==> src/rtl/bcd_pkg.sv <==
package bcd_pkg;

  typedef enum logic [1:0] {
    LVL_MIXED = 2'd0,
    LVL_LOW   = 2'd1,
    LVL_HIGH  = 2'd2
  } line_lvl_e;

  typedef struct packed {
    logic [1:0] db_sel;
    logic       pol;
    logic       ie;
  } bcd_cfg_t;

  localparam int IE_BIT   = 0;
  localparam int POL_BIT  = 1;
  localparam int DB_LSB   = 2;
  localparam int FLAG_BIT = 7;
  localparam int REG_W    = 8;

endpackage

==> src/rtl/bcd_line_filter.sv <==
module bcd_line_filter
  import bcd_pkg::*;
#(
  parameter int DB1 = 16,
  parameter int DB2 = 64,
  parameter int DB3 = 256
) (
  input  logic       clk,
  input  logic       rst,
  input  logic       sda,
  input  logic       scl,
  input  logic [1:0] db_sel,
  output logic       bus_up,
  output logic       conn_evt,
  output logic       disc_evt
);

  localparam int CNT_W = $clog2(DB3 + 1);
  localparam logic [CNT_W-1:0] CNT_MAX = CNT_W'(DB3);

  logic [1:0]       line_q;
  logic [CNT_W-1:0] cnt_q;
  logic [CNT_W-1:0] stable;
  logic [CNT_W-1:0] thr;
  logic             bus_q;
  logic             accept;
  line_lvl_e        lvl;

  // Threshold for the selected window.
  always_comb begin
    case (db_sel)
      2'd0:    thr = '0;
      2'd1:    thr = CNT_W'(DB1);
      2'd2:    thr = CNT_W'(DB2);
      default: thr = CNT_MAX;
    endcase
  end

  // Classify the current line levels.
  always_comb begin
    if (sda && scl)        lvl = LVL_HIGH;
    else if (!sda && !scl) lvl = LVL_LOW;
    else                   lvl = LVL_MIXED;
  end

  // Count of cycles the lines have held unchanged, saturating.
  always_comb begin
    if ({sda, scl} != line_q)  stable = '0;
    else if (cnt_q == CNT_MAX) stable = cnt_q;
    else                       stable = cnt_q + 1'b1;
  end

  assign accept   = (stable >= thr) &&
                    ((lvl == LVL_HIGH && !bus_q) || (lvl == LVL_LOW && bus_q));
  assign conn_evt = accept && (lvl == LVL_HIGH);
  assign disc_evt = accept && (lvl == LVL_LOW);
  assign bus_up   = bus_q;

  always_ff @(posedge clk) begin
    if (rst) begin
      line_q <= {sda, scl};
      cnt_q  <= '0;
      bus_q  <= sda & scl;
    end else begin
      line_q <= {sda, scl};
      cnt_q  <= stable;
      if (conn_evt)      bus_q <= 1'b1;
      else if (disc_evt) bus_q <= 1'b0;
    end
  end

  // attach is accepted only from both lines high
  a_r2_rise_needs_high: assert property (@(posedge clk) disable iff (rst)
    $rose(bus_q) |-> $past(sda && scl));

  // detach is accepted only from both lines low
  a_r2_fall_needs_low: assert property (@(posedge clk) disable iff (rst)
    $fell(bus_q) |-> $past(!sda && !scl));

  // the hold counter never exceeds the longest window
  a_r8_count_bounded: assert property (@(posedge clk) disable iff (rst)
    cnt_q <= CNT_MAX);

endmodule

==> src/rtl/bcd_ctrl_regs.sv <==
module bcd_ctrl_regs
  import bcd_pkg::*;
(
  input  logic             clk,
  input  logic             rst,
  input  logic             wr,
  input  logic [REG_W-1:0] wdata,
  output bcd_cfg_t         cfg,
  output logic             clr_req
);

  bcd_cfg_t cfg_q;

  always_ff @(posedge clk) begin
    if (rst) begin
      cfg_q <= '0;
    end else if (wr) begin
      cfg_q.ie     <= wdata[IE_BIT];
      cfg_q.pol    <= wdata[POL_BIT];
      cfg_q.db_sel <= wdata[DB_LSB+1:DB_LSB];
    end
  end

  assign cfg     = cfg_q;
  assign clr_req = wr && wdata[FLAG_BIT];

  // configuration changes only through a write
  a_r10_cfg_hold: assert property (@(posedge clk) disable iff (rst)
    !wr |=> $stable(cfg_q));

endmodule

==> src/rtl/bcd_event_flag.sv <==
module bcd_event_flag (
  input  logic clk,
  input  logic rst,
  input  logic seed,
  input  logic if_en,
  input  logic gie,
  input  logic ie,
  input  logic pol,
  input  logic conn_evt,
  input  logic disc_evt,
  input  logic sw_clr,
  input  logic ack,
  output logic flag,
  output logic irq
);

  logic flag_q;
  logic irq_q;
  logic set_evt;

  assign set_evt = if_en && (pol ? disc_evt : conn_evt);

  always_ff @(posedge clk) begin
    if (rst) begin
      flag_q <= seed;
      irq_q  <= 1'b0;
    end else begin
      if (set_evt)            flag_q <= 1'b1;
      else if (sw_clr || ack) flag_q <= 1'b0;
      irq_q <= if_en && gie && ie && flag_q;
    end
  end

  assign flag = flag_q;
  assign irq  = irq_q;

  // the flag only rises while the interface is enabled
  a_r1_rise_needs_enable: assert property (@(posedge clk) disable iff (rst)
    $rose(flag_q) |-> $past(if_en));

  // a request implies all four conditions one cycle earlier
  a_r5_irq_gated: assert property (@(posedge clk) disable iff (rst)
    irq_q |-> $past(flag_q && gie && ie && if_en));

  // acknowledge without a concurrent event clears the flag
  a_r4_ack_clears: assert property (@(posedge clk) disable iff (rst)
    (ack && !(if_en && (pol ? disc_evt : conn_evt))) |=> !flag_q);

  // an event beats a software clear on the same edge
  a_r9_set_wins: assert property (@(posedge clk) disable iff (rst)
    (sw_clr && if_en && (pol ? disc_evt : conn_evt)) |=> flag_q);

endmodule

==> src/rtl/bus_attach_detector.sv <==
module bus_attach_detector
  import bcd_pkg::*;
#(
  parameter int DB1 = 16,
  parameter int DB2 = 64,
  parameter int DB3 = 256
) (
  input  logic             clk,
  input  logic             rst,
  input  logic             sda_in,
  input  logic             scl_in,
  input  logic             if_en,
  input  logic             gie,
  input  logic             reg_wr,
  input  logic [REG_W-1:0] reg_wdata,
  output logic [REG_W-1:0] reg_rdata,
  input  logic             irq_ack,
  output logic             irq
);

  bcd_cfg_t cfg;
  logic     clr_req;
  logic     bus_up;
  logic     conn_evt;
  logic     disc_evt;
  logic     flag;

  bcd_ctrl_regs u_regs (
    .clk     (clk),
    .rst     (rst),
    .wr      (reg_wr),
    .wdata   (reg_wdata),
    .cfg     (cfg),
    .clr_req (clr_req)
  );

  bcd_line_filter #(
    .DB1 (DB1),
    .DB2 (DB2),
    .DB3 (DB3)
  ) u_filter (
    .clk      (clk),
    .rst      (rst),
    .sda      (sda_in),
    .scl      (scl_in),
    .db_sel   (cfg.db_sel),
    .bus_up   (bus_up),
    .conn_evt (conn_evt),
    .disc_evt (disc_evt)
  );

  bcd_event_flag u_flag (
    .clk      (clk),
    .rst      (rst),
    .seed     (sda_in & scl_in),
    .if_en    (if_en),
    .gie      (gie),
    .ie       (cfg.ie),
    .pol      (cfg.pol),
    .conn_evt (conn_evt),
    .disc_evt (disc_evt),
    .sw_clr   (clr_req),
    .ack      (irq_ack),
    .flag     (flag),
    .irq      (irq)
  );

  always_comb begin
    reg_rdata                       = '0;
    reg_rdata[FLAG_BIT]             = flag;
    reg_rdata[DB_LSB+1:DB_LSB]      = cfg.db_sel;
    reg_rdata[POL_BIT]              = cfg.pol;
    reg_rdata[IE_BIT]               = cfg.ie;
  end

  // after reset release, a held attached level raises no event
  a_r6_seeded_state: assert property (@(posedge clk) disable iff (rst)
    (bus_up && sda_in && scl_in) |-> !conn_evt);

endmodule

==> config.mk <==
export PLATFORM = sky130hd
export DESIGN_NAME = bus_attach_detector
export DESIGN_NICKNAME = d
export VERILOG_FILES = /design/src/rtl/bcd_pkg.sv /design/src/rtl/bcd_line_filter.sv /design/src/rtl/bcd_ctrl_regs.sv /design/src/rtl/bcd_event_flag.sv /design/src/rtl/bus_attach_detector.sv
export SDC_FILE = /design/constraint.sdc
export NUM_CORES = 1
export LEC_CHECK = 0
export ABC_CLOCK_PERIOD_IN_PS = 3100
export BUFFER_PORTS_ARGS = -buffer_cell sky130_fd_sc_hd__buf_4
export CAP_MARGIN = 20
export CORE_MARGIN = 2
export CORE_UTILIZATION = 52
export CTS_CLUSTER_DIAMETER = 100
export DETAILED_ROUTE_END_ITERATION = 16
export PLACE_DENSITY = 0.77
export REMOVE_ABC_BUFFERS = 1
export SLEW_MARGIN = 20
export SYNTH_ARGS = -nofsm -noshare
export SYNTH_HDL_FRONTEND = slang
export SYNTH_SLANG_ARGS = --single-unit
==> constraint.sdc <==
create_clock -name clk -period 3.1 [get_ports clk]
set_clock_uncertainty 0.15 [all_clocks]
set_input_delay 0.62 -clock clk [delete_from_list [all_inputs] [get_ports clk]]
set_output_delay 0.62 -clock clk [all_outputs]
set_load 0.05 [all_outputs]
==> results_tabular.tex, run 1 <==
\begin{tabular}{lr}
\hline
Metric & Value \\
\hline
\multicolumn{2}{l}{\textbf{Outcome}} \\
Outcome & finished clean \\
\multicolumn{2}{l}{\textbf{Synth}} \\
Yosys cell types & 42 \\
Biggest area contributors in the synthesized netlist & sky130\_fd\_sc\_hd\_\_dfxtp\_1 29\%, sky130\_fd\_sc\_hd\_\_ha\_1 5.7\%, sky130\_fd\_sc\_hd\_\_edfxtp\_1 5.5\%, sky130\_fd\_sc\_hd\_\_xnor2\_1 4.8\%, sky130\_fd\_sc\_hd\_\_nor2\_1 4.5\% \\
Synthesized-area fraction occupied by ao, oa, aoi and oai cells & between 15 and 20\% \\
Top-count cell post-synth & sky130\_fd\_sc\_hd\_\_dfxtp\_1 \\
Synth Area in Simple Gates & between 20\% and 30\% \\
Count of yosys warnings during synthesis & 0 \\
Cell taking the most area after synthesis & sky130\_fd\_sc\_hd\_\_dfxtp\_1 \\
Most used DFF post-synth & sky130\_fd\_sc\_hd\_\_dfxtp\_1 \\
Synth Instances & 126 \\
Top cells by instance count after synthesis & 16 x sky130\_fd\_sc\_hd\_\_dfxtp\_1, 13 x sky130\_fd\_sc\_hd\_\_nor2\_1, 7 x sky130\_fd\_sc\_hd\_\_nand2\_1, 7 x sky130\_fd\_sc\_hd\_\_nand3\_1 \\
Main combinational cell family by area after synthesis & simple AND/OR/NAND/NOR gates \\
Post-synthesis adder-cell area fraction & 5.721\% \\
Xor/xnor share of the synthesized area & just over 7\% \\
Number of synthesized flops with an enable pin & 2 \\
Average footprint of a synthesized cell & 8.679 µm² \\
Async set-reset flop share out of synthesis & 0\% \\
Proportion of synthesized area in mux cells & 3.661\% \\
Post-synthesis instance area & 1094 µm² \\
Number of flip-flops and latches in the synthesized netlist & 18 \\
Area fraction of the dominant cell type after synthesis & 29.29\% \\
Seq/Total Area, Yosys & 34.78\% \\
\multicolumn{2}{l}{\textbf{Global routing}} \\
Met1 demand-to-capacity share in global routing & a little under a quarter \\
Total routing resource utilization after global routing & 19.82\% \\
Number of global-route vias before repair & between 900 and 1000 \\
Pin count of the biggest net entering global routing & 21 \\
Aggregate global routing overflow & 0 \\
GR Util met2 & 33.11\% \\
Antenna violations before repair & 0 \\
Global-route wire length before repair & 3.732 mm \\
Global Route met3 Usage & between 3 and 4\% \\
Layer with the highest usage after global routing & met2 \\
\multicolumn{2}{l}{\textbf{Clock network}} \\
PostCTS Resize Cnt & 0 \\
Clock slew at reported path FFs & approximately 0.10 ns \\
Clk root buf & sky130\_fd\_sc\_hd\_\_clkbuf\_4 \\
Hold-fix buffers, CTS & 0 \\
Number of H-tree levels & 1 \\
CTS tree & yes \\
Largest buffer count on any clock path & 2 \\
CTS sink count & 18 \\
Clock latency on the worst-skew pair & 0.30 ns \\
Number of buffers added by the clock tree synthesis step & 3 \\
Post-CTS setup-driven buffer insertion count & 0 \\
\multicolumn{2}{l}{\textbf{Critical path}} \\
Crit. Startpoint & u\_filter.cnt\_q[0]\$\_SDFF\_PP0\_ \\
Reg-to-reg startpoint & u\_filter.cnt\_q[0]\$\_SDFF\_PP0\_ \\
Worst stage delay on the critical path & 0.48 ns \\
FF-to-FF End & u\_flag.flag\$\_DFFE\_PP\_ \\
CP required & roughly 3 ns \\
Cell type group with the largest total delay on the critical path & compound AO/OA/AOI/OAI gates \\
Kind of launch point of the worst setup path & register \\
Arrival time of the worst setup path & around 2.8 ns \\
Number of cells on the worst reg-to-reg path & 10 \\
Kind of critical path & reg -> reg \\
Buffer and inverter count on the worst path & 1 \\
Worst-path maximum fanout & 8 \\
Worst setup slack for register-to-register paths & 0.24 ns \\
Cell chain of the critical path & ha\_1 > inv\_1 > nor2\_1 > and3\_1 > xnor2\_1 > nor2\_1 > ha\_1 > a41o\_1 > a2111oi\_0 > a31oi\_1 \\
Standard cell with the maximum stage delay on the critical path & sky130\_fd\_sc\_hd\_\_dfxtp\_1 \\
CP endpoint kind & register \\
\multicolumn{2}{l}{\textbf{Finish}} \\
Total area of multi-input combinational cells & 633.1 µm² \\
Nets@finish & 164 \\
Share of post-route cells with drive strength above 1 & 20.42\% \\
Syn-to-layout area delta & 14.65\% \\
Fill cell instance count of the final layout & 164 \\
Antenna fix cells & 0 \\
Sequential standard cell area & around 380 µm² \\
\multicolumn{2}{l}{\textbf{Power}} \\
Power per Cell Area & 387.5 nW/µm² \\
Power Total & $\sim$0.5 mW \\
Static leakage & about 0.53 nW \\
IR Drop Worst-Case VDD & 0.2430 mV \\
\multicolumn{2}{l}{\textbf{Worst hold path}} \\
Hold Startpoint & sda\_in \\
Number of cells on the worst hold path & 1 \\
Type of the tightest min-delay check & in -> reg \\
Endpoint of the worst hold path & u\_filter.line\_q[1]\$\_DFF\_P\_ \\
\multicolumn{2}{l}{\textbf{STA}} \\
Fmax & 349.1 MHz \\
Summed negative setup slack over all endpoints & 0 ns \\
RSZ-0062 raised after global routing & false \\
Fin crit share & 92.41\% \\
Minimum period implied by the final worst setup slack & 2.865 ns \\
Final setup vio count & 0 \\
Final hold vios & 0 \\
Max-slew violation total from the final report & 0 \\
Setup ws final & 0.2354 ns \\
\multicolumn{2}{l}{\textbf{Detailed routing}} \\
Length of the first detailed-routing pass in iterations & 4 \\
Detailed-route vias per instance & between 5 and 6 \\
Count of vias placed by the detailed router & 964 \\
Total Routed Length & 2.200 mm \\
Wire length per cell & 13.02 µm \\
Iteration-0 DRC Markers & 30 \\
Post-detailed-route count of antenna-violating nets & 0 \\
Number of remaining DRC errors & 0 \\
\multicolumn{2}{l}{\textbf{Place}} \\
Global placer's final weighted congestion & 0.8603 \\
Count of input and output buffers & 18 \\
Post-DP HPWL & 1.670 mm \\
Place WS & about 0.26 ns \\
\multicolumn{2}{l}{\textbf{Die}} \\
Area of the die & 2486 µm² \\
FP Rows & 16 \\
Boundary Pins & 25 \\
Height of the die & 49.86 µm \\
Placeable Area & $\sim$2000 µm² \\
Horiz. Die Dim & 49.86 µm \\
Initial Util & 55.18\% \\
\multicolumn{2}{l}{\textbf{Job}} \\
Max-cap violations & 0 \\
\hline
\end{tabular}
==> routing by layer <==
layer / vias to the layer above / wire length, µm
li1: 481 / -
met1: 459 / 985
met2: 19 / 1095
met3: 5 / 75
met4: 0 / 44
met5: - / 0
==> where the power goes <==
group	leakage, nW	internal, mW	total (mW)	switching, mW
clock	0.0154	0.0470	0.122	0.0751
combinational	0.358	0.0433	0.110	0.0664
sequential	0.152	0.245	0.254	0.00876
total	0.526	0.336	0.486	0.150
==> stage by stage <==
stage	instance area [µm²]	utilization (%)	hold WS (ns)	std cells
after floorplan	1036	-	0.3971	117
after global placement	1227	61.93	0.3182	165
after detailed placement	1227	61.93	0.3402	165
after CTS	1254	63.26	0.2912	169
after global routing	1254	63.26	0.2853	169
final	1254	63.26	0.2981	169
==> registers in the layout, summed over array words and instances, names as in the netlist <==
register,flops
u_filter.cnt_q,9
u_flag.irq,1
u_flag.flag,1
u_filter.bus_up,1
u_filter.line_q,2
u_regs.cfg,4
==> cell families after synthesis <==
logic type	after synthesis
AO/OA/AOI/OAI	24
XOR/XNOR	9
adder cells (fa/ha/maj)	5
buffers and inverters	17
flip-flops	18
multiplexers	4
other	1
AND/OR/NAND/NOR	48
==> worst max-delay path by stage <==
stage | to | depth (start not counted)
floorplan | u_flag.flag$_DFFE_PP_ | 10
global placement | u_flag.flag$_DFFE_PP_ | 10
detailed placement | u_flag.flag$_DFFE_PP_ | 10
CTS | u_flag.flag$_DFFE_PP_ | 10
global route | u_flag.flag$_DFFE_PP_ | 10
finish | u_flag.flag$_DFFE_PP_ | 10
==> final cells by class <==
| type | instances | share of cell area [%] |
|---|---|---|
| multi-input cells | 93 | 50.50 |
| flip-flops and latches | 18 | 30.34 |
| well taps | 27 | 2.695 |
| clock inverters | 1 | 0.2994 |
| clock buffers | 3 | 1.796 |
| repair buffers | 21 | 12.57 |
| inverters | 6 | 1.796 |
==> placed cells by master (no fill, tap or decap), types with 3 or more instances in the layout <==
| cell | count |
|---|---|
| sky130_fd_sc_hd__clkbuf_4 | 3 |
| sky130_fd_sc_hd__a21oi_1 | 4 |
| sky130_fd_sc_hd__buf_4 | 21 |
| sky130_fd_sc_hd__xor2_1 | 3 |
| sky130_fd_sc_hd__nor3_1 | 6 |
| sky130_fd_sc_hd__nand3_1 | 7 |
| sky130_fd_sc_hd__mux2i_1 | 4 |
| sky130_fd_sc_hd__o21ai_0 | 3 |
| sky130_fd_sc_hd__xnor2_1 | 6 |
| sky130_fd_sc_hd__nor2_1 | 13 |
| sky130_fd_sc_hd__inv_1 | 6 |
| sky130_fd_sc_hd__ha_1 | 5 |
| sky130_fd_sc_hd__nand2_1 | 7 |
| sky130_fd_sc_hd__conb_1 | 3 |
| sky130_fd_sc_hd__dfxtp_1 | 16 |
| sky130_fd_sc_hd__nand2b_1 | 3 |
(Power assumes the default switching activity.)
==> run 2, diff against run 1 <==
Settings changed: CELL_PAD_IN_SITES_DETAIL_PLACEMENT set to 1, CELL_PAD_IN_SITES_GLOBAL_PLACEMENT set to 2, CORE_UTILIZATION 52 to 31, PLACE_DENSITY 0.77 to 0.88.
==> results_tabular.tex, run 2 (synthesized netlist as in run 1, its figures left out) <==
\begin{tabular}{lr}
\hline
Metric & Value \\
\hline
\multicolumn{2}{l}{\textbf{Outcome}} \\
Outcome & finished clean \\
\multicolumn{2}{l}{\textbf{Critical path}} \\
Worst stage delay on the critical path & 0.43 ns (-0.05 ns) \\
Kind of launch point of the worst setup path & register \\
CP Capture Point & u\_flag.flag\$\_DFFE\_PP\_ \\
Cell chain of the critical path & ha\_1 > inv\_1 > nor2\_1 > and3\_1 > xnor2\_1 > nor2\_1 > ha\_1 > a41o\_1 > a2111oi\_0 > a31oi\_1 \\
Buffer and inverter count on the worst path & 1 (unchanged) \\
FF-to-FF End & u\_flag.flag\$\_DFFE\_PP\_ \\
CP endpoint kind & register \\
Number of cells on the worst reg-to-reg path & 10 (unchanged) \\
Crit. Startpoint & u\_filter.cnt\_q[0]\$\_SDFF\_PP0\_ \\
Cell type group with the largest total delay on the critical path & compound AO/OA/AOI/OAI gates \\
CP required & 3.02 ns (+0.02 ns) \\
Standard cell with the maximum stage delay on the critical path & sky130\_fd\_sc\_hd\_\_dfxtp\_2 \\
Reg-to-reg startpoint & u\_filter.cnt\_q[0]\$\_SDFF\_PP0\_ \\
Worst-path maximum fanout & 8 (unchanged) \\
Arrival time of the worst setup path & 2.70 ns (-0.07 ns) \\
Worst setup slack for register-to-register paths & 0.33 ns (+0.09 ns) \\
Crit. path cell count & 10 (unchanged) \\
Kind of critical path & reg -> reg \\
\multicolumn{2}{l}{\textbf{Clock network}} \\
CTS sink count & 18 (unchanged) \\
Number of H-tree levels & 1 (unchanged) \\
Clock slew at reported path FFs & 0.11 ns (about the same) \\
Largest buffer count on any clock path & 2 (unchanged) \\
Clock latency on the worst-skew pair & 0.31 ns (about the same) \\
Number of buffers added by the clock tree synthesis step & 3 (unchanged) \\
CTS tree & yes \\
Hold-fix buffers, CTS & 0 (unchanged) \\
Clk root buf & sky130\_fd\_sc\_hd\_\_clkbuf\_4 \\
\multicolumn{2}{l}{\textbf{Job}} \\
Max-cap violations & 0 (unchanged) \\
\multicolumn{2}{l}{\textbf{Finish}} \\
Antenna fix cells & 0 (unchanged) \\
Fill cell instance count of the final layout & 432 (+160\%) \\
Leading cell types in the layout, fill and taps excluded & 21 x sky130\_fd\_sc\_hd\_\_buf\_4, 15 x sky130\_fd\_sc\_hd\_\_dfxtp\_1, 13 x sky130\_fd\_sc\_hd\_\_nor2\_1 \\
Syn-to-layout area delta & 16.93\% \\
Share of post-route cells with drive strength above 1 & 21.13\% (+0.70 points) \\
Register ranked first by flip-flop count & u\_filter.cnt\_q \\
Nets@finish & 164 (unchanged) \\
Count of placed standard cells in the final layout, fillers left out & 188 (+11\%) \\
Most common cell after layout, fill and taps aside & sky130\_fd\_sc\_hd\_\_buf\_4 \\
Flip-flop count of the largest register after layout & 9 (unchanged) \\
\multicolumn{2}{l}{\textbf{Die}} \\
Boundary Pins & 25 (unchanged) \\
FP Rows & 21 (+5) \\
Initial Util & 32.51\% (-23 points) \\
Placeable Area & 3363 µm² (+70\%) \\
Area of the die & 4019 µm² (+62\%) \\
Horiz. Die Dim & 63.40 µm (+27\%) \\
Height of the die & 63.40 µm (+27\%) \\
\multicolumn{2}{l}{\textbf{Place}} \\
Number of cells in the design after placement & 184 (+12\%) \\
Count of input and output buffers & 18 (unchanged) \\
Post-DP HPWL & 1.981 mm (+19\%) \\
Global placer's final weighted congestion & 0.7438 (-14\%) \\
\multicolumn{2}{l}{\textbf{STA}} \\
Final hold vios & 0 (unchanged) \\
Summed negative setup slack over all endpoints & 0 ns (unchanged) \\
Fin crit share & 89.50\% (-2.9 points) \\
Fmax & 360.4 MHz (+3.2\%) \\
RSZ-0062 raised after global routing & false \\
Minimum period implied by the final worst setup slack & 2.774 ns (-0.09013 ns) \\
Final setup vio count & 0 (unchanged) \\
Max-slew violation total from the final report & 0 (unchanged) \\
\multicolumn{2}{l}{\textbf{Global routing}} \\
Number of global-route vias before repair & 965 (+7.0\%) \\
Aggregate global routing overflow & 0 (unchanged) \\
Global Route met3 Usage & 1.607\% (-2.0 points) \\
Pin count of the biggest net entering global routing & 21 (unchanged) \\
Layer with the highest usage after global routing & met2 \\
Antenna violations before repair & 0 (unchanged) \\
Global-route wire length before repair & 4.478 mm (+20\%) \\
Total routing resource utilization after global routing & 14.20\% (-5.6 points) \\
GR Util met2 & 24.08\% (-9.0 points) \\
Met1 demand-to-capacity share in global routing & 17.63\% (-6.3 points) \\
\multicolumn{2}{l}{\textbf{Detailed routing}} \\
Wire length per cell & 13.62 µm (+4.6\%) \\
Post-detailed-route count of antenna-violating nets & 0 (unchanged) \\
Number of remaining DRC errors & 0 (unchanged) \\
Iteration-0 DRC Markers & 12 (-60\%) \\
Count of vias placed by the detailed router & 942 (-2.3\%) \\
Length of the first detailed-routing pass in iterations & 3 (-1) \\
Total Routed Length & 2.561 mm (+16\%) \\
Detailed-route vias per instance & 5.011 (-12\%) \\
\multicolumn{2}{l}{\textbf{Power}} \\
Static leakage & 0.5260 nW (about the same) \\
IR Drop Worst-Case VDD & 0.2026 mV (-17\%) \\
Power per Cell Area & 388.9 nW/µm² (+0.37\%) \\
Power Total & 0.4973 mW (+2.4\%) \\
\multicolumn{2}{l}{\textbf{Worst hold path}} \\
Type of the tightest min-delay check & in -> reg \\
Hold Startpoint & sda\_in \\
\hline
\end{tabular}
run 2: how the worst min path moves through the flow:
stage	slack [ns]	endpoint	cells past startpoint
3_3_place_gp	0.32	u_flag.irq$_SDFF_PP0_	2
4_1_cts	0.28	u_filter.line_q[1]$_DFF_P_	1
2_1_floorplan	0.40	u_filter.cnt_q[5]$_SDFF_PP0_	2
3_5_place_dp	0.34	u_flag.irq$_SDFF_PP0_	2
6_report	0.29	u_filter.line_q[1]$_DFF_P_	1
5_1_grt	0.28	u_filter.line_q[1]$_DFF_P_	1
run 2: report_power, final:
| part | internal, mW | switching, mW | leakage [nW] |
|---|---|---|---|
| clock | 0.0472 | 0.0848 | 0.0154 |
| sequential | 0.246 | 0.00898 | 0.152 |
| combinational | 0.0433 | 0.0674 | 0.358 |
| total | 0.336 | 0.161 | 0.526 |
run 2: per-layer routing:
layer / wire [µm] / vias to the layer above / part of all wire [%]
li1: - / 478 / -
met5: 0 / - / 0
met3: 40 / 5 / 1.6
met4: 61 / 0 / 2.4
met2: 1302 / 10 / 51
met1: 1157 / 449 / 45
run 2: timing repair:
action | 4_1_cts | 5_1_grt
resized for setup | 0 | 1
setup buffers | 0 | 0
endpoints found under the setup margin | 0 | 3
run 2: metrics by stage:
stage / area, µm² / utilization, % / setup slack [ns] / hold WS (ns)
after floorplan: 1036 / - / 0.5389 / 0.3971
after global placement: 1251 / 37.20 / 0.3037 / 0.3249
after detailed placement: 1251 / 37.20 / 0.2615 / 0.3367
after CTS: 1277 / 37.98 / 0.2332 / 0.2790
after global routing: 1279 / 38.02 / 0.07965 / 0.2836
final: 1279 / 38.02 / 0.3255 / 0.2876
run 2: cell type report:
type	instances	area (µm²)	area share (%)
multi-input combinational	93	633.1	49.51
sequential	18	381.6	29.84
clock inverter	1	3.754	0.2935
inverter	6	22.52	1.761
timing repair buffer	21	157.7	12.33
tap	46	57.56	4.501
clock buffer	3	22.52	1.761
run 2: worst register-to-register path: cells and delay by family, from the launching register on:
| kind | cells | cell delay [ns] |
|---|---|---|
| AOI/OAI and AO/OA | 3 | 0.69 |
| buffers and inverters | 1 | 0.08 |
| and+or+nand+nor | 3 | 0.46 |
| xor gates and xnor gates | 1 | 0.15 |
| DFF | 1 | 0.43 |
| adders and majority gates | 2 | 0.58 |
